===== src/rtl/ivt_pkg.sv =====
package ivt_pkg;

    localparam int ADDR_W   = 8;
    localparam int CODE_W   = 3;
    localparam int SRC_W    = 2;

    localparam logic [ADDR_W-1:0] A_IRQ_EN = 8'h00;
    localparam logic [ADDR_W-1:0] A_STATUS = 8'h04;
    localparam logic [ADDR_W-1:0] A_CTRL   = 8'h10;
    localparam logic [ADDR_W-1:0] A_IVAL   = 8'h14;
    localparam logic [ADDR_W-1:0] A_CUR    = 8'h18;

    typedef enum logic [0:0] {
        ST_IDLE  = 1'b0,
        ST_COUNT = 1'b1
    } run_state_e;

    typedef struct packed {
        logic [CODE_W-1:0] presc;
        logic [SRC_W-1:0]  src;
        logic              auto_rl;
    } ctrl_cfg_t;

endpackage


===== src/rtl/ivt_prescale.sv =====
module ivt_prescale
    import ivt_pkg::*;
#(
    parameter int NSRC = 1 << SRC_W
) (
    input  logic              clk,
    input  logic              rst_n,
    input  logic [NSRC-1:0]   src_tick,
    input  logic [SRC_W-1:0]  src_sel,
    input  logic [CODE_W-1:0] code,
    input  logic              running,
    output logic              ptick
);
    localparam int DIV_W = (1 << CODE_W) - 1;

    logic [DIV_W-1:0] div_cnt;
    logic [DIV_W-1:0] limit;
    logic             sel_tick;

    assign sel_tick = src_tick[src_sel];
    assign limit    = (DIV_W'(1) << code) - DIV_W'(1);
    assign ptick    = running && sel_tick && (div_cnt >= limit);

    always_ff @(posedge clk or negedge rst_n) begin
        if (!rst_n) begin
            div_cnt <= '0;
        end else if (!running) begin
            div_cnt <= '0;
        end else if (sel_tick) begin
            if (div_cnt >= limit) begin
                div_cnt <= '0;
            end else begin
                div_cnt <= div_cnt + DIV_W'(1);
            end
        end
    end

endmodule


===== src/rtl/ivt_counter.sv =====
module ivt_counter
    import ivt_pkg::*;
#(
    parameter int CNT_W = 32
) (
    input  logic             clk,
    input  logic             rst_n,
    input  logic             ctrl_wr,
    input  logic             run_wbit,
    input  logic             cur_wr,
    input  logic [CNT_W-1:0] cur_wdata,
    input  logic             ptick,
    input  logic             auto_rl,
    input  logic [CNT_W-1:0] interval,
    output logic             running,
    output logic [CNT_W-1:0] count,
    output logic             expire
);
    run_state_e       state_q, state_d;
    logic [CNT_W-1:0] count_d;

    // state register
    always_ff @(posedge clk or negedge rst_n) begin
        if (!rst_n) begin
            state_q <= ST_IDLE;
        end else begin
            state_q <= state_d;
        end
    end

    // next state: START / HALT / EXPIRE_RELOAD / EXPIRE_STOP / DECREMENT
    always_comb begin
        state_d = state_q;
        count_d = count;
        expire  = 1'b0;
        if (cur_wr) begin
            count_d = cur_wdata;
        end else if (ctrl_wr) begin
            state_d = run_wbit ? ST_COUNT : ST_IDLE;
        end else begin
            unique case (state_q)
                ST_IDLE: begin
                    state_d = ST_IDLE;
                end
                ST_COUNT: begin
                    if (ptick) begin
                        if (count <= CNT_W'(1)) begin
                            expire = 1'b1;
                            if (auto_rl) begin
                                count_d = interval;
                            end else begin
                                count_d = '0;
                                state_d = ST_IDLE;
                            end
                        end else begin
                            count_d = count - CNT_W'(1);
                        end
                    end
                end
                default: state_d = ST_IDLE;
            endcase
        end
    end

    // outputs
    always_ff @(posedge clk or negedge rst_n) begin
        if (!rst_n) begin
            count <= '0;
        end else begin
            count <= count_d;
        end
    end

    assign running = (state_q == ST_COUNT);

endmodule


===== src/rtl/ivt_regs.sv =====
module ivt_regs
    import ivt_pkg::*;
#(
    parameter int DATA_W = 32
) (
    input  logic              clk,
    input  logic              rst_n,
    input  logic [ADDR_W-1:0] bus_addr,
    input  logic              bus_we,
    input  logic [DATA_W-1:0] bus_wdata,
    input  logic              running,
    input  logic [DATA_W-1:0] count,
    input  logic              expire,
    output logic [DATA_W-1:0] bus_rdata,
    output logic              ctrl_wr,
    output logic              cur_wr,
    output ctrl_cfg_t         cfg,
    output logic [DATA_W-1:0] interval,
    output logic              st0,
    output logic              ie0,
    output logic              irq
);
    localparam int CFG_W = $bits(ctrl_cfg_t);

    logic ie_wr, st_wr, ival_wr;

    assign ie_wr   = bus_we && (bus_addr == A_IRQ_EN);
    assign st_wr   = bus_we && (bus_addr == A_STATUS);
    assign ctrl_wr = bus_we && (bus_addr == A_CTRL);
    assign ival_wr = bus_we && (bus_addr == A_IVAL);
    assign cur_wr  = bus_we && (bus_addr == A_CUR);

    always_ff @(posedge clk or negedge rst_n) begin
        if (!rst_n) begin
            ie0      <= 1'b0;
            st0      <= 1'b0;
            cfg      <= '0;
            interval <= '0;
        end else begin
            if (ie_wr) begin
                ie0 <= bus_wdata[0];
            end
            st0 <= (st0 && !(st_wr && bus_wdata[0])) || expire;
            if (ctrl_wr) begin
                cfg <= bus_wdata[CFG_W:1];
            end
            if (ival_wr) begin
                interval <= bus_wdata;
            end
        end
    end

    always_comb begin
        bus_rdata = '0;
        case (bus_addr)
            A_IRQ_EN: bus_rdata[0] = ie0;
            A_STATUS: bus_rdata[0] = st0;
            A_CTRL:   bus_rdata[CFG_W:0] = {cfg, running};
            A_IVAL:   bus_rdata = interval;
            A_CUR:    bus_rdata = count;
            default:  bus_rdata = '0;
        endcase
    end

    assign irq = st0 && ie0;

endmodule


===== src/rtl/ivt_top.sv =====
module ivt_top
    import ivt_pkg::*;
#(
    parameter int DATA_W = 32,
    parameter int NSRC   = 1 << SRC_W
) (
    input  logic              clk,
    input  logic              rst_n,
    input  logic [NSRC-1:0]   src_tick,
    input  logic [ADDR_W-1:0] bus_addr,
    input  logic              bus_we,
    input  logic [DATA_W-1:0] bus_wdata,
    output logic [DATA_W-1:0] bus_rdata,
    output logic              irq
);
    logic              ctrl_wr, cur_wr, running, expire, ptick, st0, ie0;
    ctrl_cfg_t         cfg;
    logic [DATA_W-1:0] interval, count;

    ivt_regs #(.DATA_W(DATA_W)) regs_i (
        .clk(clk), .rst_n(rst_n), .bus_addr(bus_addr), .bus_we(bus_we),
        .bus_wdata(bus_wdata), .running(running), .count(count),
        .expire(expire), .bus_rdata(bus_rdata), .ctrl_wr(ctrl_wr),
        .cur_wr(cur_wr), .cfg(cfg), .interval(interval), .st0(st0),
        .ie0(ie0), .irq(irq)
    );

    ivt_prescale #(.NSRC(NSRC)) presc_i (
        .clk(clk), .rst_n(rst_n), .src_tick(src_tick), .src_sel(cfg.src),
        .code(cfg.presc), .running(running), .ptick(ptick)
    );

    ivt_counter #(.CNT_W(DATA_W)) cnt_i (
        .clk(clk), .rst_n(rst_n), .ctrl_wr(ctrl_wr), .run_wbit(bus_wdata[0]),
        .cur_wr(cur_wr), .cur_wdata(bus_wdata), .ptick(ptick),
        .auto_rl(cfg.auto_rl), .interval(interval), .running(running),
        .count(count), .expire(expire)
    );

endmodule


===== config.mk =====
export PLATFORM = sky130hd
export DESIGN_NAME = ivt_top
export DESIGN_NICKNAME = d
export VERILOG_FILES = /design/src/rtl/ivt_pkg.sv /design/src/rtl/ivt_prescale.sv /design/src/rtl/ivt_counter.sv /design/src/rtl/ivt_regs.sv /design/src/rtl/ivt_top.sv
export SDC_FILE = /design/constraint.sdc
export NUM_CORES = 1
export LEC_CHECK = 0
export BUFFER_PORTS_ARGS = -buffer_cell sky130_fd_sc_hd__buf_2
export CAP_MARGIN = 15
export CORE_MARGIN = 2
export CORE_UTILIZATION = 45
export CTS_CLUSTER_DIAMETER = 60
export CTS_CLUSTER_SIZE = 14
export DETAILED_ROUTE_END_ITERATION = 6
export GPL_TIMING_DRIVEN = 1
export HOLD_SLACK_MARGIN = 0.03
export PLACE_DENSITY = 0.68
export SYNTH_ARGS = -nofsm -noshare
export SYNTH_HDL_FRONTEND = slang
export SYNTH_SLANG_ARGS = --single-unit

===== constraint.sdc =====
create_clock -name clk -period 4 [get_ports clk]
set_input_delay 0.8 -clock clk [delete_from_list [all_inputs] [get_ports clk]]
set_output_delay 0.8 -clock clk [all_outputs]
set_load 0.005 [all_outputs]

# Yosys cells after proc, flatten, opt, wreduce, memory -nomap -nowiden
# Cells that the tools add are included.
# word_totals
ff_bits	80
input_bits	47
# op_classes
addsub	3
magnitude_cmp	3
n_bitwise	1
shifts	1
n_eq_ne	6
reduce_logical	16
mux	25
# op_table
cell	n
32-bit two-way mux	6
25-bit case mux with 2 select lines	1
32-bit by 1-bit less-or-equal comparator with 1-bit output, second input constant	1
32-bit by 1-bit subtractor with 32-bit output, second input constant	1
8-bit by 5-bit == test with 1-bit output, second input constant	3
7-bit two-way mux	3
6-bit case mux with 3 select lines	1
1-bit two-way mux	11
1-bit logical AND	10
8-bit by 3-bit == test with 1-bit output, second input constant	1
8-bit zero test	1
7-bit by 1-bit adder with 7-bit output, second input constant	1
7-bit greater-or-equal comparator	1
1-bit by 3-bit left shift with 7-bit output, first input constant	1
7-bit by 2-bit subtractor with 7-bit output, second input constant	1
1-bit case mux with 5 select lines	1
2-bit inequality test, second input constant	2
2-bit nonzero test	2
2-bit by 3-bit < comparator with 1-bit output, second input constant	1
3-bit AND reduction	1
1-bit binary-select mux with 2-bit select	1
1-bit case mux with 2 select lines	1
1-bit zero test	1
1-bit logical OR	1
1-bit inverter	1

# Logic depth before layout (Yosys ltp)
# Gate-level depths: netlist of the first run.
# logic_depth
word_depth	9
depth_mapped	16

# Modules after synthesis
# From an unflattened synthesis of the first run, not the netlist that was laid out.
# hier_totals
hier_cells	554
hier_area_um2	5230.0
# by_module_without_submodules
module	area_each_um2	instances	seq_area_each_um2	cells_per_inst
ivt_counter	2581.2	1	825.8	336
ivt_regs	2038.2	1	1001.0	148
ivt_prescale	610.6	1	175.2	70

# Least setup slack after synthesis of the first run
# OpenSTA, ideal clock, no wires.
# synth_timing
path_type	reg2reg
startpoint	register regs_i.cfg[3] (netlist name)
endpoint	register cnt_i.count[18]
stages_incl_launch_ff	17
arrival_time_ns	3.232
setup_ns	0.082
setup_slack_ns	0.686
path_cell_list	dfrtp_1 clkbuf_1 or3_1 ha_1 clkbuf_1 nor3_1 a21o_1 a21oi_1 ha_1 a21o_1 a211o_1 a21oi_1 or3_1 clkbuf_1 clkbuf_1 o21ai_0 a31oi_1
# synth_between
elab_chain_len	6
# synth_lines
item	line_no	text
1-bit by 3-bit left shift with 7-bit output	ivt_prescale.sv:21	assign limit = (DIV_W'(1) << code) - DIV_W'(1);
7-bit by 2-bit subtractor with 7-bit output	ivt_prescale.sv:21	
7-bit greater-or-equal comparator	ivt_prescale.sv:22	assign ptick = running && sel_tick && (div_cnt >= limit);
1-bit logical AND	ivt_prescale.sv:22	
2-bit nonzero test (no source line)	n/a	
3-bit AND reduction (no source line)	n/a	
end signal, assigned	ivt_counter.sv:70	count <= count_d;
end, declared	ivt_counter.sv:16	output logic [CNT_W-1:0] count,
# Every way passes these cells.
# A chain may end at the register's enable or synchronous reset.

# Worst setup path after layout of the first run
# layout_timing
startpoint	register regs_i.cfg[4] (netlist name)
endpoint	register cnt_i.count[5]
# layout_between
elab_chain_len	6
# layout_lines
item	line_no
1-bit by 3-bit left shift with 7-bit output	ivt_prescale.sv:21
7-bit by 2-bit subtractor with 7-bit output	ivt_prescale.sv:21
7-bit greater-or-equal comparator	ivt_prescale.sv:22
1-bit logical AND	ivt_prescale.sv:22
2-bit nonzero test (no source line)	n/a
3-bit AND reduction (no source line)	n/a
# Every way passes these cells.

==> results of run 1 <==
-- kinds of logic after synthesis --
group / after synthesis / share of synthesized area
adder cells (fa/ha/maj): 11 / 0.0266
buffers and inverters: 60 / 0.0478
AO/OA/AOI/OAI: 175 / 0.237
XOR/XNOR: 13 / 0.0220
multiplexers: 41 / 0.0929
flip-flops: 80 / 0.386
AND/OR/NAND/NOR: 186 / 0.188
-- worst reg2reg max path, cell delays in order, from the launching register on --
cell      delay, ns
dfrtp_1        0.45
or3_1          0.44
ha_1           0.28
nor3_1         0.18
a21o_1         0.12
a21oi_1        0.07
ha_1           0.30
a21o_1         0.20
a211o_1        0.29
a21oi_1        0.25
or3_1          0.16
buf_4          0.29
a211oi_1       0.09
o31ai_1        0.23
-- cell usage after synthesis, types with 8 or more instances --
master / n
o21ai_0: 29
xor2_1: 8
o31ai_1: 15
clkbuf_1: 31
dfrtp_1: 80
or3_1: 9
a211oi_1: 10
a31oi_1: 10
inv_1: 16
ha_1: 11
nand3_1: 9
nor3_1: 20
nor2_1: 56
mux2_2: 37
a311oi_1: 10
a21oi_1: 32
nand2_1: 40
a22o_1: 25
-- metal layers --
metal	vias to the layer above	global-route usage	wire [um]	share of wire
li1	2253	-	-	-
met3	26	0.0525	1140	0.077
met2	202	0.341	6390	0.43
met1	2321	0.367	6980	0.47
met4	0	0.0979	319	0.022
met5	-	0	0	0
-- per-stage QoR --
stage	instances	util	cell area [um^2]
2_1_floorplan	566	-	5180
3_3_place_gp	759	0.504	5700
3_5_place_dp	759	0.504	5700
4_1_cts	775	0.527	5970
5_1_grt	775	0.527	5970
6_report	775	0.527	5970
-- area by class of cell --
class	count	area [um^2]
Fill cell	1082	5350
Multi-Input combinational cell	426	2950
Sequential cell	80	2000
Timing Repair Buffer	94	510
Clock buffer	12	246
Tap cell	143	179
Inverter	16	60.1
Clock inverter	4	20.0
-- path summary, 6_finish.rpt --
path,start,end,cells past startpoint
min in group asynchronous,rst_n,presc_i.div_cnt[0],1
max,regs_i.cfg[4],cnt_i.count[5],13
min reg2reg,regs_i.ie0,regs_i.ie0,1
max in group asynchronous,rst_n,regs_i.interval[7],1
max reg2reg,regs_i.cfg[4],cnt_i.count[5],13
min,regs_i.ie0,regs_i.ie0,1
-- sequential cells by signal, indices dropped and copies added (netlist names) --
| signal | flops |
|---|---|
| regs_i.st0 | 1 |
| regs_i.cfg | 6 |
| cnt_i.count | 32 |
| cnt_i.running | 1 |
| presc_i.div_cnt | 7 |
| regs_i.interval | 32 |
| regs_i.ie0 | 1 |
-- power breakdown --
| group | leakage [nW] | internal, W | switching [W] |
|---|---|---|---|
| Sequential | 1.09 | 0.000843 | 0.0000478 |
| Clock | 0.136 | 0.000434 | 0.000339 |
| Combinational | 1.60 | 0.0000955 | 0.000135 |
| Total | 2.82 | 0.00137 | 0.000522 |
==> results_dict.tcl, run 1 <==
set metrics [dict create \
    status "complete, no violations" \
    cpPeakStageDelay_ns 0.45 \
    drive_above_1_share 0.253 \
    final_cell_mix "dfrtp_1, buf_2, nor2_1, nand2_1, mux2_2" \
    crit_required_ns 4.25 \
    synth_edf_count 0 \
    nets 685 \
    die_x_um 111 \
    gr-usage-all-layers 0.244 \
    slew_headroom 0.301 \
    min_path_type "reg2reg" \
    syn-num-nets 624 \
    ys.flop_type "dfrtp_1" \
    vias_per_cell 6.20 \
    h-tree-depth 3 \
    holdWs_ns 0.534 \
    rsz0062_at_grt "no" \
    yosysSeqAreaShare 0.386 \
    ios 80 \
    cts_tree "yes" \
    clk_latency_ns 0.35 \
    cts_sinks 80 \
    place.port_buffers 79 \
    cts_resized 0 \
    synth_top_area_share 0.386 \
    drt-wirelength-per-cell_um 19.1 \
    path_delay_family "compound AO/OA/AOI/OAI gates" \
    syn_area_um2 5180 \
    p_per_area_nw_per_um2 318 \
    drv_cap 0 \
    yosysTopAreaCell "dfrtp_1" \
    cts-hold-fix-buffers 0 \
    diodes 0 \
    vias 4802 \
    clockRootBuffer "clkbuf_16" \
    yosysWarnings 0 \
    finalSetupViolations 0 \
    crit_path_top_delay_cell "dfrtp_1" \
    grt-ovfl-total 0 \
    ant_nets 0 \
    synth_seq_cells 80 \
    async_flop_share 1.00 \
    startpoint_type "flop" \
    cts_setup_buffers 0 \
    wl_um 14800 \
    drt_first_pass_iters 5 \
    rows 39 \
    first_global_vias 4653 \
    slew_violations 0 \
    setup_tns_ns 0 \
    hpwl_um 9940 \
    report.final.hold_viol_count 0 \
    area_growth_pct 15.1 \
    cts.clk_slew.worst_paths_ns 0.06 \
    r2r_slack_ns 0.55 \
    worst-path-buf-inv 1 \
    netlist_instances 566 \
    peakVddDrop_uv 176 \
    initial_core_util 0.458 \
    fin_total_pwr_w 0.00189 \
    setup_ws_ns 0.551 \
    pre_cts_ws_ns 0.670 \
    fmax_mhz 290 \
    chipHeight_um 111 \
    final_common_cell "dfrtp_1" \
    die-area_um2 12400 \
    syn_area_per_cell_um2 9.16 \
    period_share 0.862 \
    drt-initial-drc-count 416 \
    end_kind "flop" \
    leakage_nw 2.82 \
    synth_cell_types 59 \
    antenna_found_initial 0 \
    cp_max_fo 23 \
    max_slew.worst_pin.slew_ns 1.05 \
    crit_type "reg2reg" \
    worstPathArrival_ns 3.69 \
    finalClockSkew_ns 0.00730 \
    synth_area_leaders "dfrtp_1, mux2_2, a22o_1, nor2_1, a21oi_1" \
    ctsLongestPathBuffers 2 \
    gp_congestion 0.864 \
    drc 0 \
    numCtsBuffers 9 \
    grt_start_max_net_pins 81 \
    grt_pass1_wl_um 24400 \
    crit_chain "or3_1, ha_1, nor3_1, a21o_1, a21oi_1, ha_1, a21o_1, a211o_1, a21oi_1, or3_1, buf_4, a211oi_1, o31ai_1" \
    core_area_um2 11300 \
    finalCriticalPeriod_ns 3.45 \
]
No activity file was read; power rests on OpenSTA's default activity.
==> inputs of run 2 (changes only) <==
==> constraint.sdc (replaced) <==
create_clock -name clk -period 4 [get_ports clk]
set_input_delay 0.2 -clock clk [delete_from_list [all_inputs] [get_ports clk]]
set_output_delay 0.2 -clock clk [all_outputs]
set_load 0.005 [all_outputs]
==> results_dict.tcl, run 2 (synthesized netlist as in run 1, its figures left out) <==
set metrics [dict create \
    die-area_um2 12400 \
    peakVddDrop_uv 253 \
    cpPeakStageDelay_ns 0.46 \
    p_sw_frac 0.259 \
    period_share 0.858 \
    pwr-share-seq 0.455 \
    slew_headroom 0.295 \
    area_growth_pct 15.9 \
    p_sw_w 0.000510 \
    min_path_type "in2reg" \
    crit_path_top_delay_cell "dfrtp_1" \
    place.port_buffers 79 \
    rows 39 \
    nets 683 \
    sequential_cell_area_um2 2000 \
    finalSetupViolations 0 \
    fin_total_pwr_w 0.00197 \
    ant_nets 0 \
    setup_tns_ns 0 \
    chipHeight_um 111 \
    wl_um 15000 \
    gp_congestion 0.847 \
    antenna_found_initial 0 \
    cts.clk_slew.worst_paths_ns 0.06 \
    cts_sinks 80 \
    grt_pass1_wl_um 24600 \
    cts_resized 0 \
    final_common_cell "dfrtp_1" \
    gr-usage-all-layers 0.247 \
    status "complete, no violations" \
    h-tree-depth 3 \
    initial_core_util 0.458 \
    final_cells 773 \
    vias_per_cell 6.25 \
    pwr-share-comb 0.117 \
    numCtsBuffers 9 \
    vias 4833 \
    clk_latency_ns 0.35 \
    fmax_mhz 291 \
    clockRootBuffer "clkbuf_16" \
    final_cell_mix "dfrtp_1, buf_2, nor2_1, nand2_1, mux2_2" \
    slew_violations 0 \
    grt-ovfl-total 0 \
    worst-path-buf-inv 1 \
    diodes 0 \
    drt-initial-drc-count 485 \
    cts_tree "yes" \
    fin_area_um2 6010 \
    crit_chain "or3_1, ha_1, nor3_1, a21o_1, a21oi_1, ha_1, a21o_1, a211o_1, a21oi_1, or3_1, buf_4, a311oi_1, o31ai_1" \
    drive_above_1_share 0.249 \
    p_clk_frac 0.429 \
    drt-wirelength-per-cell_um 19.5 \
    end_kind "flop" \
    drv_cap 0 \
    p_int_w 0.00146 \
    leakage_nw 2.83 \
    cts-hold-fix-buffers 0 \
    cts_setup_buffers 0 \
    ios 80 \
    core_area_um2 11300 \
    p_per_area_nw_per_um2 328 \
    first_global_vias 4665 \
    finalClockSkew_ns 0.00821 \
    die_x_um 111 \
    holdWs_ns 0.0731 \
    rsz0062_at_grt "no" \
    startpoint_type "flop" \
    drc 0 \
    fillers 1048 \
    path_delay_family "compound AO/OA/AOI/OAI gates" \
    multiInputGateArea_um2 2950 \
    hpwl_um 10100 \
    grt_start_max_net_pins 81 \
    place_area_um2 5670 \
    drt_first_pass_iters 5 \
    cp_max_fo 23 \
    finalCriticalPeriod_ns 3.43 \
    dp.cells 755 \
    crit_type "reg2reg" \
    ctsLongestPathBuffers 2 \
    worstPathArrival_ns 3.68 \
    crit_required_ns 4.25 \
    top_regs "cnt_i.count (32), regs_i.interval (32), presc_i.div_cnt (7)" \
    report.final.hold_viol_count 0 \
    max_slew.worst_pin.slew_ns 1.06 \
]
-- run 2: final timing paths --
check                               startpoint             endpoint  slack (ns)  cells after the start
max in group asynchronous                rst_n  regs_i.interval[24]        3.18                      3
hold / removal                    bus_wdata[7]       cnt_i.count[7]        0.07                      3
setup reg to reg                 regs_i.cfg[3]      cnt_i.count[12]        0.57                     13
hold reg to reg            regs_i.interval[19]  regs_i.interval[19]        0.54                      1
setup / recovery                 regs_i.cfg[3]      cnt_i.count[12]        0.57                     13
min in group asynchronous                rst_n   presc_i.div_cnt[0]        0.23                      2
-- run 2: worst reg2reg max path, stage by stage, from the launching register on --
cell	delay [ns]
dfrtp_1	0.46
or3_1	0.40
ha_1	0.28
nor3_1	0.15
a21o_1	0.11
a21oi_1	0.07
ha_1	0.31
a21o_1	0.20
a211o_1	0.29
a21oi_1	0.26
or3_1	0.16
buf_4	0.28
a311oi_1	0.11
o31ai_1	0.25
-- run 2: per-layer routing --
| layer | wire length [um] | global-route usage |
|---|---|---|
| met5 | 0 | 0 |
| met4 | 221 | 0.0914 |
| met3 | 1100 | 0.0454 |
| met2 | 6820 | 0.373 |
| met1 | 6900 | 0.356 |
-- run 2: layout make-up --
| class | count | share of cell area |
|---|---|---|
| clock buffer | 13 | 0.0433 |
| multi-input combinational | 426 | 0.491 |
| clock inverter | 3 | 0.00666 |
| tap | 143 | 0.0298 |
| sequential | 80 | 0.333 |
| timing repair buffer | 92 | 0.0862 |
| inverter | 16 | 0.0100 |
-- run 2: power by group through the flow --
| stage | Sequential, W | Clock, W | Combinational (W) |
|---|---|---|---|
| 2_1_floorplan | 0.000884 | 0 | 0.000151 |
| 3_3_place_gp | 0.000906 | 0 | 0.000218 |
| 3_5_place_dp | 0.000908 | 0 | 0.000224 |
| 4_1_cts | 0.000894 | 0.000856 | 0.000226 |
| 5_1_grt | 0.000901 | 0.000887 | 0.000257 |
| 6_report | 0.000895 | 0.000843 | 0.000229 |
-- run 2: through the flow --
| stage | setup WS [ns] | util |
|---|---|---|
| 2_1_floorplan | 0.686 | - |
| 3_3_place_gp | 0.789 | 0.501 |
| 3_5_place_dp | 0.639 | 0.501 |
| 4_1_cts | 0.605 | 0.527 |
| 5_1_grt | 0.377 | 0.531 |
| 6_report | 0.567 | 0.531 |
==> inputs of run 3 (changes only) <==
--- a/config.mk
+++ b/config.mk
@@ -5,6 +5,7 @@
 export SDC_FILE = /design/constraint.sdc
 export NUM_CORES = 1
 export LEC_CHECK = 0
+export ABC_AREA = 1
 export BUFFER_PORTS_ARGS = -buffer_cell sky130_fd_sc_hd__buf_2
 export CAP_MARGIN = 15
 export CORE_MARGIN = 2
@@ -14,7 +15,7 @@
 export DETAILED_ROUTE_END_ITERATION = 6
 export GPL_TIMING_DRIVEN = 1
 export HOLD_SLACK_MARGIN = 0.03
-export PLACE_DENSITY = 0.68
+export PLACE_DENSITY = 0.67
 export SYNTH_ARGS = -nofsm -noshare
 export SYNTH_HDL_FRONTEND = slang
 export SYNTH_SLANG_ARGS = --single-unit
==> results_dict.tcl, run 3 <==
set metrics [dict create \
    synth_seq_cells 80 \
    holdWs_ns 0.0960 \
    synth-compound-area-share 0.0813 \
    crit_path_top_delay_cell "inv_2" \
    path_delay_family "simple AND/OR/NAND/NOR gates" \
    r2r_slack_ns 0.80 \
    min_path_type "in2reg" \
    final_cell_mix "nand2_1, nor2_1, nand3_1, inv_1, dfrtp_1" \
    finalClockSkew_ns 0.00841 \
    final_common_cell "nand2_1" \
    yosysMostFrequentCell "nand2_1" \
    ant_nets 0 \
    ios 80 \
    finalSetupViolations 0 \
    place.port_buffers 79 \
    vias_per_cell 5.17 \
    yosysWarnings 0 \
    ctsLongestPathBuffers 2 \
    peakVddDrop_uv 250 \
    numCtsBuffers 9 \
    hold_end "regs_i.interval[22]" \
    first_global_vias 5558 \
    wl_um 16600 \
    setup_tns_ns 0 \
    synth_edf_count 0 \
    yosysSeqAreaShare 0.345 \
    grt-ovfl-total 0 \
    syn-num-nets 972 \
    antenna_found_initial 0 \
    worstPathArrival_ns 3.43 \
    nets 1033 \
    yosysTopAreaCell "dfrtp_1" \
    clk_latency_ns 0.35 \
    whs_path_depth 3 \
    period_share 0.799 \
    fmax_mhz 313 \
    drive_above_1_share 0.131 \
    grt_pass1_wl_um 28100 \
    cp_max_fo 29 \
    vias 5946 \
    slew_violations 0 \
    syn_area_per_cell_um2 6.35 \
    reg2regPathDepth 18 \
    status "complete, no violations" \
    rows 41 \
    synth_cell_types 33 \
    worstHoldStart "bus_wdata[22]" \
    drt-initial-drc-count 500 \
    max_slew.worst_pin.slew_ns 0.911 \
    synth_top_family_by_area "simple AND/OR/NAND/NOR gates" \
    crit_chain "nor2_1, nand2_1, ha_1, inv_1, a22oi_1, o211ai_1, ha_1, nand2_1, inv_1, a21oi_1, nand3_1, nand3_2, nand2_4, inv_2, buf_12, nor2_1, nand2_1, nand2_1" \
    startpoint_type "flop" \
    gp_congestion 0.942 \
    report.final.hold_viol_count 0 \
    synth_top_area_share 0.345 \
    crit_required_ns 4.24 \
    drt_first_pass_iters 5 \
    slew_headroom 0.391 \
    drc 0 \
    drt-wirelength-per-cell_um 14.5 \
    die-area_um2 13800 \
    synthXorXnorAreaFrac 0.0196 \
    syn_area_um2 5800 \
    diodes 0 \
    top_regs "cnt_i.count (32), regs_i.interval (32), presc_i.div_cnt (7)" \
    synth_area_leaders "dfrtp_1, nand2_1, nand3_1, nor2_1, inv_1" \
    initial_core_util 0.460 \
    finalCriticalPeriod_ns 3.20 \
    end_kind "flop" \
    cpPeakStageDelay_ns 0.47 \
    h-tree-depth 3 \
    synth_simple_gate_area_frac 0.441 \
    core_area_um2 12600 \
    clockRootBuffer "clkbuf_16" \
    netlist_instances 914 \
    p_per_area_nw_per_um2 581 \
    synth.area.mux_share 0 \
    crit_type "reg2reg" \
    synth_common_cells "nand2_1, nor2_1, nand3_1" \
    cts_sinks 80 \
    async_flop_share 1.00 \
    leakage_nw 3.65 \
    cts.clk_slew.worst_paths_ns 0.06 \
    gr-usage-all-layers 0.251 \
    hpwl_um 11900 \
    r2r_start "regs_i.cfg[4]" \
    worst-path-buf-inv 4 \
    area_growth_pct 14.2 \
    synthAdderAreaFrac 0.0237 \
    rsz0062_at_grt "no" \
    drv_cap 0 \
    r2r_end "cnt_i.count[17]" \
    chipHeight_um 118 \
    crit_path_frequent_cell "nand2_1" \
    grt_start_max_net_pins 81 \
    fillers 1358 \
    ys.flop_type "dfrtp_1" \
    die_x_um 118 \
    cts_tree "yes" \
    cts_setup_buffers 0 \
]
-- run 3: cell types whose count changed in the layout (fill, tap and decap cells not counted), moves of 23 or more --
cell,previous run,this run
a21oi_1,32,9
a22o_1,25,1
inv_1,16,84
mux2_2,37,0
nand2_1,40,340
nand3_1,9,97
nor2_1,55,115
o21ai_0,29,56
-- run 3: per-stage QoR --
| step | area (um^2) | power [W] | setup WS [ns] | utilization | instances |
|---|---|---|---|---|---|
| 2_1_floorplan | 5800 | 0.00249 | 1.56 | - | 914 |
| 3_3_place_gp | 6270 | 0.00290 | 0.945 | 0.497 | 1134 |
| 3_5_place_dp | 6270 | 0.00291 | 0.824 | 0.497 | 1134 |
| 4_1_cts | 6590 | 0.00384 | 0.826 | 0.522 | 1149 |
| 5_1_grt | 6620 | 0.00419 | 0.450 | 0.525 | 1151 |
| 6_report | 6620 | 0.00385 | 0.805 | 0.525 | 1151 |
-- run 3: worst max path at each step --
stage                             start               to  cells past startpoint
after floorplan           regs_i.cfg[4]   cnt_i.count[7]                     19
after global placement    regs_i.cfg[4]   cnt_i.count[6]                     18
after detailed placement  regs_i.cfg[4]   cnt_i.count[6]                     18
after CTS                 regs_i.cfg[4]   cnt_i.count[6]                     18
after global routing      regs_i.cfg[5]   cnt_i.count[6]                     18
final                     regs_i.cfg[4]  cnt_i.count[17]                     18
-- run 3: layer usage --
metal	wire length [um]	vias to the layer above	global-route usage
met4	278	0	0.0791
met2	7170	174	0.375
met5	0	-	0
met3	972	17	0.0339
met1	8230	2725	0.377
li1	-	3030	-
-- run 3: power breakdown --
part           internal, W  total (W)  switching [W]
logic             0.000576    0.00176        0.00119
registers         0.000964    0.00117       0.000205
clock network     0.000577   0.000917       0.000340
-- run 3: logic make-up (layout without fill, tap and decap cells) --
| group | after synthesis | count (layout) |
|---|---|---|
| xor+xnor | 13 | 13 |
| fa+ha+maj | 11 | 11 |
| compound gates | 87 | 87 |
| buf+inv | 124 | 189 |
| simple gates | 599 | 599 |
| flops | 80 | 80 |
-- run 3: cell type report --
class	count	area, um^2	area share
Clock inverter	3	65.1	0.00982
Clock buffer	12	256	0.0387
Sequential cell	80	2000	0.302
Tap cell	172	215	0.0325
Timing Repair Buffer	84	463	0.0699
Inverter	90	338	0.0510
Multi-Input combinational cell	710	3280	0.496
-- run 3: worst register-to-register path: cells and delay by family (launching register included) --
| family | cells | cell delay (ns) |
|---|---|---|
| AO/OA/AOI/OAI | 3 | 0.31 |
| AND/OR/NAND/NOR | 9 | 0.97 |
| flip-flops | 1 | 0.42 |
| buffers and inverters | 4 | 0.91 |
| adder cells (fa/ha/maj) | 2 | 0.46 |
-- run 3: timing repair --
action,in CTS,in global routing
endpoints found under the hold margin,0,38
endpoints found under the setup margin,0,0
hold buffers,0,1
resized for setup,0,0
